==> config.mk <==
export PLATFORM = sky130hd
export DESIGN_NAME = halfstep_pixdiv
export DESIGN_NICKNAME = d
export VERILOG_FILES = /design/src/rtl/pcd_pkg.sv /design/src/rtl/pcd_len_calc.sv /design/src/rtl/pcd_period_counter.sv /design/src/rtl/halfstep_pixdiv.sv
export SDC_FILE = /design/constraint.sdc
export NUM_CORES = 1
export LEC_CHECK = 0
export BUFFER_PORTS_ARGS = -buffer_cell sky130_fd_sc_hd__clkbuf_2
export CAP_MARGIN = 20
export CORE_ASPECT_RATIO = 1.5
export CORE_UTILIZATION = 25
export DETAILED_ROUTE_END_ITERATION = 12
export HOLD_SLACK_MARGIN = 0.15
export PLACE_DENSITY = 0.49
export RECOVER_POWER = 50
export SYNTH_ARGS = -nofsm -noshare
export SYNTH_HDL_FRONTEND = slang
export SYNTH_SLANG_ARGS = --single-unit
==> constraint.sdc <==
create_clock -name clk -period 0.8 [get_ports clk]
set_clock_uncertainty 0.15 [all_clocks]
set_input_delay 0.08 -clock clk [delete_from_list [all_inputs] [get_ports clk]]
set_output_delay 0.08 -clock clk [all_outputs]
set_load 0.05 [all_outputs]
==> src/rtl/pcd_pkg.sv <==
package pcd_pkg;

  localparam int unsigned CODE_W = 8;

  // Nearest divider code for a given input and pixel frequency (7.1, offset 2)
  function automatic logic [CODE_W-1:0] pcd_code_for(input longint unsigned f_in,
                                                     input longint unsigned f_pix);
    longint signed twice_ratio;
    longint signed code_l;
    longint signed max_code;
    max_code    = (longint'(1) <<< CODE_W) - 1;
    twice_ratio = longint'((2 * f_in + f_pix / 2) / f_pix);
    code_l      = twice_ratio - 2;
    if (code_l < 0) code_l = 0;
    if (code_l > max_code) code_l = max_code;
    return code_l[CODE_W-1:0];
  endfunction

endpackage

==> src/rtl/pcd_len_calc.sv <==
// Period length in clock cycles for the given code and half-step phase.
module pcd_len_calc #(
  parameter int unsigned CODE_W = 8,
  localparam int unsigned SUM_W = CODE_W + 1
) (
  input  logic [CODE_W-1:0] code,
  input  logic              phase,
  output logic [CODE_W-1:0] len
);
  logic [SUM_W-1:0] half_units;

  always_comb begin
    half_units = {1'b0, code} + SUM_W'(2) + SUM_W'(phase);
    len        = half_units[SUM_W-1:1];
  end
endmodule

==> src/rtl/pcd_period_counter.sv <==
// Counts the cycles of one period and flags its last cycle.
module pcd_period_counter #(
  parameter int unsigned LEN_W = 8
) (
  input  logic             clk,
  input  logic             rst_n,
  input  logic             enable,
  input  logic [LEN_W-1:0] len,
  output logic             last_cyc
);
  logic [LEN_W-1:0] cnt_q, cnt_n;

  always_comb begin
    last_cyc = enable && (cnt_q == len - LEN_W'(1));
    if (!enable || last_cyc) cnt_n = '0;
    else                     cnt_n = cnt_q + LEN_W'(1);
  end

  always_ff @(posedge clk or negedge rst_n) begin
    if (!rst_n) cnt_q <= '0;
    else        cnt_q <= cnt_n;
  end


  cnt_clear_chk: assert property (@(posedge clk) disable iff (!rst_n)
    !enable |=> (cnt_q == '0));


  cnt_bound_chk: assert property (@(posedge clk) disable iff (!rst_n)
    enable |-> (cnt_q < len));
endmodule

==> src/rtl/halfstep_pixdiv.sv <==
module halfstep_pixdiv #(
  parameter int unsigned CODE_W = pcd_pkg::CODE_W,
  parameter int unsigned SYNC_STAGES = 2
) (
  input  logic              clk,
  input  logic              rst_n,
  input  logic              enable,
  input  logic [CODE_W-1:0] div_code,
  output logic              pix_stb
);
  // Reset: asynchronous assert, synchronous release
  logic [SYNC_STAGES-1:0] rst_sync_q;
  logic                   rst_s_n;

  always_ff @(posedge clk or negedge rst_n) begin
    if (!rst_n) rst_sync_q <= '0;
    else        rst_sync_q <= {rst_sync_q[SYNC_STAGES-2:0], 1'b1};
  end
  assign rst_s_n = rst_sync_q[SYNC_STAGES-1];

  logic [CODE_W-1:0] len_q, len_n, len_calc;
  logic              phase_q, phase_n, phase_sel;
  logic              stb_q, stb_n;
  logic              last_cyc;
  logic              len_load;

  pcd_len_calc #(.CODE_W(CODE_W)) u_len (
    .code  (div_code),
    .phase (phase_sel),
    .len   (len_calc)
  );

  pcd_period_counter #(.LEN_W(CODE_W)) u_cnt (
    .clk      (clk),
    .rst_n    (rst_s_n),
    .enable   (enable),
    .len      (len_q),
    .last_cyc (last_cyc)
  );

  // Next-state logic
  always_comb begin
    phase_sel = enable ? (div_code[0] ? ~phase_q : 1'b0) : 1'b0;
    len_load  = !enable || last_cyc;
    phase_n   = len_load ? phase_sel : phase_q;
    len_n     = len_load ? len_calc  : len_q;
    stb_n     = last_cyc;
  end

  // State registers
  always_ff @(posedge clk or negedge rst_s_n) begin
    if (!rst_s_n) begin
      len_q   <= CODE_W'(1);
      phase_q <= 1'b0;
      stb_q   <= 1'b0;
    end else begin
      len_q   <= len_n;
      phase_q <= phase_n;
      stb_q   <= stb_n;
    end
  end

  assign pix_stb = stb_q;


  strobe_off_chk: assert property (@(posedge clk) disable iff (!rst_s_n)
    !enable |=> !pix_stb);


  len_hold_chk: assert property (@(posedge clk) disable iff (!rst_s_n)
    (enable && !last_cyc) |=> $stable(len_q));


  single_pulse_chk: assert property (@(posedge clk) disable iff (!rst_s_n)
    (pix_stb && len_q > CODE_W'(1)) |=> !pix_stb);


  phase_zero_chk: assert property (@(posedge clk) disable iff (!rst_s_n)
    !enable |=> !phase_q);
endmodule

; Yosys cells after proc, flatten, opt, wreduce, memory -nomap -nowiden
; Index checks and enable logic that the tools add are counted.
[totals]
ff_bits = 20
input_bits = 11
elab_cells = 17
[classes]
n_addsub = 4
n_eq_ne = 1
muxes = 3
n_bitwise = 1
n_reduce_logical = 3
[op_table]
columns = operator, count
row1 = "adder 8 x 2 -> 9 bit, second input constant", 1
row2 = adder 9 x 1 -> 9 bit, 1
row3 = "adder 8 x 1 -> 8 bit, second input constant", 1
row4 = equality test 8 bit, 1
row5 = two-way mux 8 bit, 1
row6 = "subtractor 8 x 1 -> 8 bit, second input constant", 1
row7 = two-way mux 1 bit, 2
row8 = logical AND 1 bit, 1
row9 = logical NOT 1 bit, 1
row10 = logical OR 1 bit, 1
row11 = inverter 1 bit, 1

; Logic depth before layout (Yosys ltp)
[logic_depth]
word_depth = 5
ltp_mapped = 10
mapped_depth_nobuf = 8

; Hierarchy
; Synthesis repeated with hierarchy kept, for this count alone.
[hier_totals]
hier_cells = 125
hier_area_um2 = 1306.3
[by_module_without_submodules]
columns = module, n_inst, cells_each, area_each_um2, seq_area_each_um2
row1 = pcd_period_counter, 1, 77, 701.9, 200.2
row2 = halfstep_pixdiv, 1, 28, 470.5, 301.5
row3 = pcd_len_calc, 1, 20, 133.9, 0.0

; Worst setup path before layout
; Ideal clock, no wire load.
[synth_path]
path_kind = register -> register
start = register len_q[0]
end = register len_q[6]
arrival_time_ns = 2.202
slack_ns = -1.677
path_stages_with_launch = 11
path_buffers = 2
synth_period_minus_slack_ns = 2.477
path_cell_list = dfstp_2 inv_1 ha_1 nand2b_1 o211a_1 o31a_1 nor3_1 a21bo_1 buf_6 buf_12 mux2_4
[synth_between]
elab_chain_len = 4
[synth_lines]
columns = item, line
row1 = "start, declared", halfstep_pixdiv.sv:21  ; logic [CODE_W-1:0] len_q, len_n, len_calc;
row2 = "start signal, assigned", halfstep_pixdiv.sv:57  ; len_q <= len_n;
row3 = subtractor 8 x 1 -> 8 bit, pcd_period_counter.sv:14  ; last_cyc = enable && (cnt_q == len - LEN_W'(1));
row4 = equality test 8 bit, pcd_period_counter.sv:14
row5 = logical AND 1 bit, pcd_period_counter.sv:14
row6 = logical OR 1 bit, halfstep_pixdiv.sv:44  ; len_load = !enable || last_cyc;
; No other way between the ends.
; A chain may end at the register's enable or synchronous reset.

; Worst setup path after layout
[layout_path]
start = register len_q[0]
end = register len_q[5]
; The elaborated chain is that of the path after synthesis.

==> results list <==
* Final setup slack of the worst path: -1.536 ns
* Core Footprint: 4504 um2
- Mean instance size in the synthesized netlist: 10.24 um2
- From synthesis to final layout, the design area changed by 48.88%.
- Most frequently used flop master after synthesis: sky130_fd_sc_hd__dfrtp_1
* Buf/Inv on CP: 1
* Sum of negative setup slack: -26.68 ns
* Routed wire length: ~2.8 mm
- Data on the critical path arrives at its endpoint at approximately 2.3 ns.
* Via count: ~990
- Buffers placed on the I/O ports in this run total 11.
- FMAX: between 400 and 500 MHz
* Maximum number of pins on one net before global-route repair: 13
* Placement row count: 30
* Inserted Clock Buffers: 3
* Share of cells above drive strength 1: 0.4699
* Net count of the mapped netlist: approximately 130
- Of the synthesized area, sequential elements account for 0.4261.
- The synthesized netlist contains 33 unique library cells.
- Top-Level Pins: 12
- Critical path fanouts, max: 7
- Endpoint class of the critical path: register
- The smallest clock period supported by the final layout is computed as roughly 2.3 ns.
- The die is about 58 um wide.
- The worst setup path is launched from a register.
- Via count of the first global-routing pass: about 1100
- Largest cells by area after synthesis: sky130_fd_sc_hd__dfrtp_1 40%, sky130_fd_sc_hd__xor2_1 10%, sky130_fd_sc_hd__mux2_2 4.8%
- Worst setup path category: reg2reg
- The critical path goes through inv_2 -> ha_4 -> nand2b_4 -> o211a_1 -> o31a_1 -> nor3_2 -> a21bo_4 -> mux2_4.
* Setup slack at placement: -1.600 ns
- Before antenna repair, the detailed router went through 4 iterations.
- First-pass GRT wire length: between 4 and 5 mm
* Clock tree from TritonCTS: done
- Total number of H-tree levels: 1
- CP delay by family, top: compound AO/OA/AOI/OAI gates
* Hold-fix buffers, CTS: 1
* Leakage power: 0.8559 nW
- The flow ran to the end, but the final reports show violations.
- Worst min path class: reg2async
* Register bit total from synthesis: 20
- In this design, the stage delay of the slowest critical-path cell is around 0.54 ns.
- Total number of nets in the final design: around 180
- The top cell types in the final layout, fill and taps aside, are 35 x sky130_fd_sc_hd__buf_4, 18 x sky130_fd_sc_hd__dfrtp_1, 14 x sky130_fd_sc_hd__xor2_1.
* Final number of max-transition violations: 0
- Biggest area consumer among synthesized cells: sky130_fd_sc_hd__dfrtp_1
- The repair_antennas step left the layout with diodes totalling 0.
- After detailed routing, the number of vias per cell comes to ~4.6.
- Dpl hpwl: roughly 2.2 mm
- IR analysis of the VDD net gives a maximum drop of 0.0006645 V.
- Initial Utilization: 0.2614
- The number of hold violations in the final report came to 5.
* Count of nets left with antenna violations after detail routing: 0
- Leaving out fill and tap cells, the most frequent cell in the layout is sky130_fd_sc_hd__buf_4.
- Once placement finished, the instance area stood at between 1500 and 2000 um2.
- Setup violations, final: 19
- Summed over all layers, the global routing overflow is 0.
* Die Height: ~86 um
* # clock sinks: 20
- The share of synthesized area in the top cell type comes to 0.4038.
- The synthesized netlist occupies a cell area of approximately 1200 um2.
- Number of enable-type register cells in the synthesized netlist: 0
- At the worst endpoint, the required time is approximately 0.8 ns.
- Worst hold slack: -0.07161 ns
- Gate Count Post-Synth: 115
- The longest clock path from root to sink contains 2 buffers.
- The number of antenna violations at the first check in global routing is 0.
- The finished cells cover 1753 um2.
* Cell with the biggest individual delay on the critical path: sky130_fd_sc_hd__dfstp_2
- DRC violations left: 0
- Setup repair after global routing could not meet its margin everywhere.
- Clock-pin slew was measured on the worst setup and hold paths at about 0.080 ns.
* Gpl congestion: between 0.7 and 0.8
- Max-cap violations in this run came to 0.
- For this design the ratio of total power to cell area is roughly 1800 nW/um2.
- Total track usage: 0.1285
- CTS Root Cell: sky130_fd_sc_hd__clkbuf_8
- Violations in the final reports: hold timing, setup timing
- Synth warn: 0
- The die covers between 4000 and 5000 um2.
- Dividing the final minimum period by the clock period gives 2.920.
- At the later pin of the worst-skew pair, clock insertion delay measures between 0.2 and 0.3 ns.
- Counting flops with an async set or reset pin after synthesis yields a share of 1.000.
- The first routing iteration left 14 violations.
- In the final routed layout, each cell accounts on average for around 13 um.
==> cell type report <==
cell class,count,area (um2)
Multi-Input combinational cell,89,730.7
Timing Repair Buffer,50,376.6
Clock buffer,3,41.29
Fill cell,460,2751
Inverter,3,11.26
Tap cell,48,60.06
Clock inverter,1,30.03
Sequential cell,20,503.0
==> state kept, by name (all words and copies together) (netlist names) <==
register and cells:
pix_stb 1, u_cnt.cnt_q 8, len_q 8, rst_sync_q 2, phase_q 1
==> report_power, final <==
group	total, mW	leakage (nW)	switching, mW	internal, mW
Combinational	0.932	0.567	0.406	0.526
Sequential	1.18	0.253	0.0797	1.10
Clock	1.03	0.0357	0.365	0.669
==> layer usage <==
layer | vias up | part of all wire | GRT usage | wire [um]
met5 | - | 0 | 0 | 0
met4 | 0 | 0.027 | 0.06494 | 77
met3 | 6 | 0.017 | 0.01508 | 48
met2 | 14 | 0.57 | 0.2435 | 1624
met1 | 480 | 0.38 | 0.1344 | 1079
li1 | 494 | - | - | -
==> worst paths after layout <==
check	cells past startpoint	start	end	slack, ns
min in group clk	4	div_code[1]	len_q[0]	0
max	8	len_q[0]	len_q[5]	-1.54
min	0	rst_sync_q[1]	phase_q	-0.07
max in group asynchronous	1	rst_sync_q[1]	len_q[7]	0.15
max reg2reg	8	len_q[0]	len_q[5]	-1.54
min reg2reg	0	rst_sync_q[1]	phase_q	-0.07
==> cell families after synthesis <==
group,after synthesis,share of synthesized area
DFF,20,0.4261
and+or+nand+nor,50,0.2147
adders and majority gates,3,0.03188
xor gates and xnor gates,20,0.1488
other,1,0.003185
buffers and inverters,6,0.04038
AOI/OAI and AO/OA,6,0.04888
muxes,9,0.08607
==> cell usage after synthesis (2+ instances only) <==
library cell               number
sky130_fd_sc_hd__and3_1         3
sky130_fd_sc_hd__dfrtp_1       19
sky130_fd_sc_hd__ha_1           3
sky130_fd_sc_hd__inv_1          3
sky130_fd_sc_hd__mux2_2         5
sky130_fd_sc_hd__mux2i_1        3
sky130_fd_sc_hd__nand2_1        9
sky130_fd_sc_hd__nand2b_1       3
sky130_fd_sc_hd__nand3_1        8
sky130_fd_sc_hd__nand3b_1       2
sky130_fd_sc_hd__nand4_1        3
sky130_fd_sc_hd__nor2_1        13
sky130_fd_sc_hd__nor3_1         3
sky130_fd_sc_hd__xnor2_1        6
sky130_fd_sc_hd__xor2_1        14
==> stage by stage <==
step | utilization | hold slack, ns | std cells | power, mW
CTS | 0.3886 | -0.06544 | 214 | 3.167
finish | 0.3892 | -0.07161 | 214 | 3.141
global route | 0.3892 | -0.05534 | 214 | 3.303
floorplan | - | -0.3656 | 115 | 1.629
global placement | 0.3414 | -0.2842 | 205 | 1.980
detailed placement | 0.3414 | -0.2835 | 205 | 2.000
==> timing repair <==
item / in CTS / in global routing
pin swaps: 7 / 4
endpoints found under the hold margin: 13 / 11
setup buffers: 5 / 2
gates resized for setup: 21 / 4
endpoints found under the setup margin: 19 / 19
Note: power is estimated with default switching activity, not from simulation.
